===== config.mk =====
export PLATFORM = sky130hd
export DESIGN_NAME = split_txn_tracker
export DESIGN_NICKNAME = d
export VERILOG_FILES = /design/src/rtl/stt_pkg.sv /design/src/rtl/stt_pick_free.sv /design/src/rtl/stt_lookup.sv /design/src/rtl/split_txn_tracker.sv
export SDC_FILE = /design/constraint.sdc
export NUM_CORES = 1
export LEC_CHECK = 0
export BUFFER_PORTS_ARGS = -buffer_cell sky130_fd_sc_hd__buf_4
export CAP_MARGIN = 20
export CORE_MARGIN = 5
export CORE_UTILIZATION = 50
export DETAILED_ROUTE_END_ITERATION = 7
export PLACE_DENSITY = 0.83
export SYNTH_ARGS = -nofsm -noshare
export SYNTH_HDL_FRONTEND = slang
export SYNTH_SLANG_ARGS = --single-unit

===== constraint.sdc =====
create_clock -name clk -period 2 [get_ports clk]
set_clock_uncertainty 0.15 [all_clocks]
set_input_delay 0.1 -clock clk [delete_from_list [all_inputs] [get_ports clk]]
set_output_delay 0.1 -clock clk [all_outputs]
set_load 0.005 [all_outputs]

===== src/rtl/stt_pkg.sv =====
package stt_pkg;

    typedef enum logic [1:0] {
        KIND_READ  = 2'd0,
        KIND_WRITE = 2'd1,
        KIND_RMW   = 2'd2,
        KIND_INVAL = 2'd3
    } bus_kind_e;

    localparam int KIND_W = 2;

endpackage


===== src/rtl/stt_pick_free.sv =====
module stt_pick_free #(
    parameter int N  = 8,
    parameter int IW = 3
) (
    input  logic [N-1:0]  busy,
    output logic          any_free,
    output logic [IW-1:0] free_id
);
    // Scan from the top down so the last hit is the lowest free slot.
    always_comb begin
        any_free = 1'b0;
        free_id  = '0;
        for (int i = N - 1; i >= 0; i--) begin
            if (!busy[i]) begin
                any_free = 1'b1;
                free_id  = IW'(i);
            end
        end
    end
endmodule


===== src/rtl/stt_lookup.sv =====
module stt_lookup #(
    parameter int N  = 8,
    parameter int IW = 3,
    parameter int TW = 4
) (
    input  logic [N-1:0]         busy,
    input  logic [N-1:0][TW-1:0] tags,
    input  logic [N-1:0][1:0]    kinds,
    input  logic [IW-1:0]        sel,
    output logic                 hit,
    output logic [TW-1:0]        tag,
    output logic [1:0]           kind
);
    assign hit  = busy[sel];
    assign tag  = tags[sel];
    assign kind = kinds[sel];
endmodule


===== src/rtl/split_txn_tracker.sv =====
module split_txn_tracker #(
    parameter int ID_W   = 3,
    parameter int ADDR_W = 32,
    parameter int TAG_W  = 4
) (
    input  logic              clk,
    input  logic              rst_n,
    input  logic              req_valid,
    output logic              req_ready,
    input  logic [ADDR_W-1:0] req_addr,
    input  logic [1:0]        req_kind,
    input  logic [TAG_W-1:0]  req_tag,
    output logic              abus_valid,
    output logic [ADDR_W-1:0] abus_addr,
    output logic [1:0]        abus_kind,
    output logic [ID_W-1:0]   abus_id,
    input  logic              dbus_valid,
    input  logic [ID_W-1:0]   dbus_id,
    output logic              cpl_valid,
    output logic [ID_W-1:0]   cpl_id,
    output logic [TAG_W-1:0]  cpl_tag,
    output logic [1:0]        cpl_kind,
    output logic              err_unknown
);
    import stt_pkg::*;

    localparam int NUM_IDS = 1 << ID_W;

    typedef struct packed {
        logic [NUM_IDS-1:0]              busy;
        logic [NUM_IDS-1:0][TAG_W-1:0]   tag;
        logic [NUM_IDS-1:0][KIND_W-1:0]  kind;
        logic                            abus_valid;
        logic [ADDR_W-1:0]               abus_addr;
        bus_kind_e                       abus_kind;
        logic [ID_W-1:0]                 abus_id;
        logic                            cpl_valid;
        logic [ID_W-1:0]                 cpl_id;
        logic [TAG_W-1:0]                cpl_tag;
        bus_kind_e                       cpl_kind;
        logic                            err;
    } state_t;

    state_t d, q;

    logic              any_free;
    logic [ID_W-1:0]   free_id;
    logic              ret_hit;
    logic [TAG_W-1:0]  ret_tag;
    logic [1:0]        ret_kind;
    logic              accept;

    stt_pick_free #(.N(NUM_IDS), .IW(ID_W)) u_pick (
        .busy     (q.busy),
        .any_free (any_free),
        .free_id  (free_id)
    );

    stt_lookup #(.N(NUM_IDS), .IW(ID_W), .TW(TAG_W)) u_look (
        .busy  (q.busy),
        .tags  (q.tag),
        .kinds (q.kind),
        .sel   (dbus_id),
        .hit   (ret_hit),
        .tag   (ret_tag),
        .kind  (ret_kind)
    );

    assign accept = req_valid && any_free;

    always_comb begin
        d            = q;
        d.abus_valid = 1'b0;
        d.cpl_valid  = 1'b0;
        d.err        = 1'b0;

        // Data tenure: retire an open ID, or flag a stray tag.
        if (dbus_valid) begin
            if (ret_hit) begin
                d.busy[dbus_id] = 1'b0;
                d.cpl_valid     = 1'b1;
                d.cpl_id        = dbus_id;
                d.cpl_tag       = ret_tag;
                d.cpl_kind      = bus_kind_e'(ret_kind);
            end else begin
                d.err = 1'b1;
            end
        end

        // Address tenure: the picked ID is free, so it never meets a hit above.
        if (accept) begin
            d.busy[free_id] = 1'b1;
            d.tag[free_id]  = req_tag;
            d.kind[free_id] = req_kind;
            d.abus_valid    = 1'b1;
            d.abus_addr     = req_addr;
            d.abus_kind     = bus_kind_e'(req_kind);
            d.abus_id       = free_id;
        end
    end

    always_ff @(posedge clk or negedge rst_n) begin
        if (!rst_n) begin
            q <= '0;
        end else begin
            q <= d;
        end
    end

    assign req_ready   = any_free;
    assign abus_valid  = q.abus_valid;
    assign abus_addr   = q.abus_addr;
    assign abus_kind   = q.abus_kind;
    assign abus_id     = q.abus_id;
    assign cpl_valid   = q.cpl_valid;
    assign cpl_id      = q.cpl_id;
    assign cpl_tag     = q.cpl_tag;
    assign cpl_kind    = q.cpl_kind;
    assign err_unknown = q.err;

endmodule


==> key figures, run 1 <==
Worst setup path
  – Cell class contributing the biggest share of worst-path delay: simple AND/OR/NAND/NOR gates
  – Maximum fanout encountered on the critical timing path: 8
  – Worst EP arrival: 2.06 ns
  – WP buf/inv: 0
  – Highest-delay cell along the critical path: or4b_1
  – Startpoint types: register
  – Start-to-end type of the worst setup path: reg -> reg
  – Crit path capture type: register
  – Crit-path max cell delay: 0.44 ns
  – Req. time, crit path: 2.12 ns
  – Critical path cell sequence: or4b_1 > and3_4 > a21boi_4 > nand2b_4 > mux2_4

Yosys
  – Number of enable flip-flop cells after synthesis: 0
  – Synth cell types: 45
  – Syn. warnings: 0
  – Count of mapped cells out of synthesis: 390
  – Average size of a mapped cell: 12.7 um2
  – Share of synthesized flip-flops with an asynchronous set or reset: 100%
  – Total standard cell area after synthesis: 0.00494 mm2
  – Prevailing post-synth register cell: dfrtp_1
  – Synthesized net count: 435
  – Part of the Yosys area used for sequential elements: 53.2%
  – Register bit count reported by yosys: 105

Global routing
  – Maximum number of pins on one net before global-route repair: 41
  – Grt total ovfl: 0
  – First-pass GRT wire length: 17700 um
  – Vias in the first global route: 3518
  – Antenna violations before repair: 0
  – Total routing usage reported by global routing: 19.1%

Floorplan
  – Die Height: 109 um
  – Number of primary I/O pins: 95
  – Core footprint: 0.00968 mm2
  – Initial core utilization: 51.0%
  – Rows: 36
  – Die area: 0.0120 mm2
  – Width of the chip: 109 um

Place
  – Count of input and output buffers: 94
  – Final RePlAce weighted congestion: 0.862
  – Instance area after placement: 0.00552 mm2
  – Post-DP HPWL: 7420 um

STA
  – Final-report setup violation count: 0
  – Relative slew slack: 71.8%
  – Worst-margin pin slew: 0.422 ns
  – Clock period minus worst slack: 1.94 ns
  – Final Hold Violating Endpoints: 0
  – Final period util: 97.2%
  – Max Freq: 515 MHz
  – Final-report max-slew violation count: 0

Route
  – Routed length per instance: 17.9 um
  – Via density per instance: 5.30
  – DRC violation total after the first TritonRoute iteration: 228
  – Pre-antenna DRT Iters: 4
  – Number of DRC violations after detailed routing: 0
  – Total via count after detailed routing: 3345
  – Routed wire length: 11300 um
  – ANT nets after route: 0

Clock tree
  – Number of CTS-inserted buffers: 9
  – Max clock buf depth: 2
  – Insertion delay of the later-clocked pin in the worst-skew pair: 0.37 ns
  – CTS tree: yes
  – Level count of the clock H-tree: 3
  – CTS clk-pin slew, worst paths: 0.10 ns
  – Root cell of the clock tree: clkbuf_8
  – Clk sinks: 105

Power and ir drop
  – Proportion of power drawn by flip-flops and latches: 49.5%
  – Largest voltage drop on the vdd net: 0.000538 V
  – Cell internal pwr: 0.00457 W
  – Power dissipated by switching net loads: 0.00198 W
  – Share of power burned in combinational logic: 31.2%
  – Pleak: 2.88 nW
  – Power per standard cell area: 1060 mW/mm2
  – Switching Share: 30.3%
  – Part of the total power dissipated in the clock network: 19.3%

Final layout
  – Total area of multi-input combinational cells: 0.00184 mm2
  – Final core occ: 64.0%
  – Final antenna diode count: 0
  – Finished Cell Area: 0.00620 mm2
  – Reg area: 0.00263 mm2
  – Fill cell total of the finished layout: 674
  – Share of layout cells above drive strength 1: 46.4%
  – Area Growth Syn to Fin: 25.7%
  – Count of nets after finishing: 538

Status
  – Status: complete, no violations

Job
  – Max-cap viol count: 0

Min path
  – Type of the worst min-delay path: in -> async
-- per-layer routing --
metal | wire [um] | track usage [%] | share of wire (%)
met5 | 0 | 0 | 0
met4 | 200 | 5.43 | 1.8
met3 | 813 | 4.82 | 7.2
met2 | 5520 | 32.4 | 49
met1 | 4730 | 24.3 | 42
-- what timing repair did --
| item | in CTS | in global routing |
|---|---|---|
| buffers inserted | 0 | 3 |
| setup endpoints to repair | 0 | 54 |
| hold buffers | 43 | 0 |
| gates resized for setup | 0 | 9 |
| hold endpoints to repair | 198 | 0 |
-- through the flow --
stage	cells	hold slack (ns)	setup TNS [ns]	worst slack, ns	total power (W)
final	631	0.0476	0	0.0570	0.00655
after global routing	631	0.0516	-0.00187	-0.00187	0.00695
after CTS	627	0.0122	0	0.0400	0.00654
after detailed placement	568	-0.104	0	0.0458	0.00522
after global placement	568	-0.107	0	0.0738	0.00510
after floorplan	390	-0.346	0	0.00607	0.00462
-- cell type report --
class                      instances  share of cell area, %
clock buffer                      11                   2.28
clock inverter                     5                  0.706
inverter                           8                  0.484
multi-input combinational        210                   29.7
sequential                       105                   42.4
tap                              133                   2.68
timing repair buffer             159                   21.7
-- layout by cell type, fill, tap and decap left out, drive strengths merged, types with 8 or more instances in the layout --
cell type / Yosys / layout
o21ai: 15 / 15
nor2: 8 / 8
mux2: 88 / 88
clkbuf: 11 / 12
buf: 56 / 115
mux2i: 14 / 14
dfrtp: 105 / 105
inv: 7 / 11
nand2: 16 / 16
dlygate4sd3: 0 / 41
-- worst paths after layout --
kind	start	endpoint	slack, ns	cells past startpoint
max in group asynchronous	rst_n	asynchronous set/reset pin	1.05	3
worst min-delay path	rst_n	abus_addr[9]	0.05	2
worst max register to register	q[97]	cpl_tag[2]	0.06	5
worst min register to register	abus_id[0]	abus_id[0]	0.35	2
min in group clk	dbus_id[1]	q[100]	0.05	3
worst max-delay path	q[97]	cpl_tag[2]	0.06	5
-- cells by family after synthesis --
group / after synthesis / share of synthesized area [%]
AOI/OAI and AO/OA: 52 / 7.60
buffers and inverters: 75 / 9.66
DFF: 105 / 53.2
muxes: 102 / 23.3
and+or+nand+nor: 56 / 6.21
-- worst reg2reg max path, cell delays in order, from the launching register on --
cell and delay (ns):
dfrtp_1 0.40, or4b_1 0.44, and3_4 0.17, a21boi_4 0.15, nand2b_4 0.21, mux2_4 0.31
-- cell usage after synthesis, types with 4 or more instances --
master	number	area [um2]
mux2_4	5	75.1
nor2b_1	4	25.0
a22oi_1	5	37.5
nand2b_1	4	25.0
clkbuf_1	11	41.3
inv_1	7	26.3
buf_4	46	345
o21ai_0	15	75.1
buf_2	6	30.0
nand3b_1	5	37.5
o31ai_1	4	30.0
a21oi_1	5	25.0
mux2i_1	14	140
mux2_2	83	935
nand2_1	16	60.1
dfrtp_1	105	2630
nor2_1	8	30.0
-- power by group through the flow --
stage | clock, W | sequential (W) | combinational [W]
after CTS | 0.00129 | 0.00323 | 0.00202
final | 0.00127 | 0.00325 | 0.00204
after global routing | 0.00137 | 0.00333 | 0.00224
after global placement | 0 | 0.00322 | 0.00187
after floorplan | 0 | 0.00313 | 0.00148
after detailed placement | 0 | 0.00327 | 0.00195
No activity file was read; power rests on OpenSTA's default activity.
==> run 2: changes to the inputs <==
- clock period: 2 -> 1.6 ns (I/O delays scaled with it)
==> key figures, run 2 (synthesis results as in run 1) <==
Route
  – Via density per instance: 5.39 (+1.8%)
  – ANT nets after route: 0 (unchanged)
  – Routed wire length: 13100 um (+16%)
  – Total via count after detailed routing: 3593 (+7.4%)
  – Routed length per instance: 19.6 um (+9.8%)
  – Pre-antenna DRT Iters: 5 (+1)
  – Number of DRC violations after detailed routing: 0 (unchanged)
  – DRC violation total after the first TritonRoute iteration: 173 (-24%)

Status
  – Violated checks: negative setup slack
  – Status: complete, but fails checks

Global routing
  – M2 GR Usage: 35.9% (+3.5 points)
  – First-pass GRT wire length: 19600 um (+11%)
  – Layer carrying the most global-route usage: met2
  – Antenna violations before repair: 0 (unchanged)
  – Total routing usage reported by global routing: 21.2% (+2.1 points)
  – Grt total ovfl: 0 (unchanged)
  – Met3 track demand over resource: 4.58% (-0.23 points)
  – Maximum number of pins on one net before global-route repair: 44 (+7.3%)
  – Vias in the first global route: 3814 (+8.4%)
  – Met1 Track Usage GR: 26.8% (+2.5 points)

Worst setup path
  – Worst reg2reg path depth: 5 (unchanged)
  – Crit path capture type: register
  – Startpoint types: register
  – Timing startpoint of the critical path: q[99]
  – Maximum fanout encountered on the critical timing path: 7 (-1)
  – Critical path cell sequence: nand4_1 > a211oi_2 > nand2_1 > or2_4 > mux2_2
  – Reg-to-reg slack, setup: -0.35 ns (-0.41 ns)
  – WP buf/inv: 0 (unchanged)
  – Crit-path max cell delay: 0.49 ns (+0.05 ns)
  – Cell class contributing the biggest share of worst-path delay: simple AND/OR/NAND/NOR gates
  – Worst EP arrival: 2.06 ns (about the same)
  – Highest-delay cell along the critical path: dfrtp_2
  – Cell depth of the worst setup path: 5 (unchanged)
  – R2r startpoint: q[99]
  – Start-to-end type of the worst setup path: reg -> reg
  – Req. time, crit path: 1.71 ns (-0.41 ns)

Job
  – Max-cap viol count: 0 (unchanged)

Final layout
  – Final antenna diode count: 0 (unchanged)
  – Most frequent cells in the layout: buf_4 (128), dfrtp_1 (101), mux2_4 (58)
  – Area Growth Syn to Fin: 41.7%
  – Most common library cell in the layout ignoring fill and taps: buf_4
  – Final core occ: 72.2% (+8.2 points)
  – Total area of multi-input combinational cells: 0.00221 mm2 (+20%)
  – Share of layout cells above drive strength 1: 55.0% (+8.6 points)
  – Count of nets after finishing: 573 (+6.5%)
  – Finished Cell Area: 0.00700 mm2 (+13%)
  – Reg area: 0.00263 mm2 (unchanged)
  – Fill cell total of the finished layout: 588 (-13%)

Clock tree
  – CTS tree: yes
  – CTS clk-pin slew, worst paths: 0.10 ns (about the same)
  – Level count of the clock H-tree: 3 (unchanged)
  – Max clock buf depth: 2 (unchanged)
  – Insertion delay of the later-clocked pin in the worst-skew pair: 0.37 ns (about the same)
  – Clk sinks: 105 (unchanged)
  – Number of CTS-inserted buffers: 9 (unchanged)
  – Root cell of the clock tree: clkbuf_8

STA
  – Final period util: 122% (+25 points)
  – Clock period minus worst slack: 1.95 ns (+0.00815 ns)
  – Total negative setup slack: -19.68 ns (-19.68 ns)
  – Worst setup margin: -0.351 ns (-0.408 ns)
  – Max Freq: 513 MHz (-0.42%)
  – Final-report max-slew violation count: 0 (unchanged)
  – Final-report setup violation count: 88 (+88)
  – Final Hold Violating Endpoints: 0 (unchanged)
  – Unrepaired setup endpoints after global routing: true
  – Worst-margin pin slew: 0.378 ns (-0.0439 ns)
  – Relative slew slack: 74.7% (+2.9 points)

Power and ir drop
  – Power per standard cell area: 1360 mW/mm2 (+29%)
  – Cell internal pwr: 0.00665 W (+45%)
  – Share of power burned in combinational logic: 37.8% (+6.6 points)
  – Power dissipated by switching net loads: 0.00289 W (+46%)
  – Switching Share: 30.3% (about the same)
  – Pleak: 3.35 nW (+17%)
  – Part of the total power dissipated in the clock network: 18.9% (-0.4 points)
  – Largest voltage drop on the vdd net: 0.000667 V (+24%)
  – Proportion of power drawn by flip-flops and latches: 43.3% (-6.2 points)

Floorplan
  – Number of primary I/O pins: 95 (unchanged)
  – Width of the chip: 109 um (unchanged)
  – Die Height: 109 um (unchanged)
  – Initial core utilization: 51.0% (unchanged)
  – Core footprint: 0.00968 mm2 (unchanged)
  – Die area: 0.0120 mm2 (unchanged)
  – Rows: 36 (unchanged)

Place
  – Count of input and output buffers: 94 (unchanged)
  – Post-DP HPWL: 7810 um (+5.2%)
  – Instance area after placement: 0.00597 mm2 (+8.2%)
  – Final RePlAce weighted congestion: 0.850 (-1.4%)

Min path
  – Type of the worst min-delay path: in -> async
-- run 2: cell types whose count changed in the layout (fill, tap and decap cells not counted), sizes merged --
cell / before / now
buf: 115 / 150
bufinv: 0 / 2
clkinv: 2 / 3
dlygate4sd3: 41 / 42
dlymetal6s4s: 2 / 0
inv: 11 / 9
-- run 2: power groups by stage --
stage          registers (W)  clock network (W)  logic (W)
2_1_floorplan        0.00393                  0    0.00211
4_1_cts              0.00406            0.00181    0.00328
5_1_grt              0.00423            0.00194    0.00385
6_report             0.00413            0.00181    0.00360
3_5_place_dp         0.00409                  0    0.00293
3_3_place_gp         0.00403                  0    0.00282
-- run 2: metal layers --
| metal | part of all wire [%] | vias to the layer above |
|---|---|---|
| met5 | 0 | - |
| met4 | 3.4 | 0 |
| met3 | 6.3 | 36 |
| met2 | 49 | 145 |
| met1 | 41 | 1811 |
| li1 | - | 1601 |
-- run 2: final cells by class --
| cell class | instances | area share, % |
|---|---|---|
| Sequential cell | 105 | 37.6 |
| Multi-Input combinational cell | 210 | 31.7 |
| Timing Repair Buffer | 194 | 24.8 |
| Tap cell | 133 | 2.38 |
| Clock buffer | 10 | 1.82 |
| Clock inverter | 6 | 1.25 |
| Inverter | 8 | 0.465 |
-- run 2: repair_timing --
| item | in CTS | in global routing |
|---|---|---|
| gates cloned | 0 | 2 |
| hold buffers | 42 | 0 |
| gates resized for setup | 26 | 42 |
| pin swaps | 6 | 17 |
| setup endpoints to repair | 87 | 90 |
| buffers inserted | 7 | 8 |
| hold endpoints to repair | 195 | 0 |
-- run 2: how the worst min path moves through the flow --
stage | startpoint | to | slack (ns) | cells after the start
6_report | rst_n | err_unknown | 0.05 | 2
5_1_grt | rst_n | q[99] | 0.08 | 2
4_1_cts | rst_n | asynchronous set/reset pin | 0.04 | 2
3_5_place_dp | rst_n | err_unknown | -0.13 | 1
3_3_place_gp | rst_n | err_unknown | -0.14 | 1
2_1_floorplan | rst_n | asynchronous set/reset pin | -0.37 | 0
-- run 2: per-stage QoR --
step / hold WS, ns / total power, W / cells / worst slack, ns
after floorplan: -0.366 / 0.00604 / 390 / -0.368
after global placement: -0.135 / 0.00685 / 595 / -0.224
after detailed placement: -0.125 / 0.00702 / 595 / -0.253
after CTS: 0.0387 / 0.00915 / 659 / -0.262
after global routing: 0.0800 / 0.0100 / 666 / -0.374
final: 0.0506 / 0.00954 / 666 / -0.351
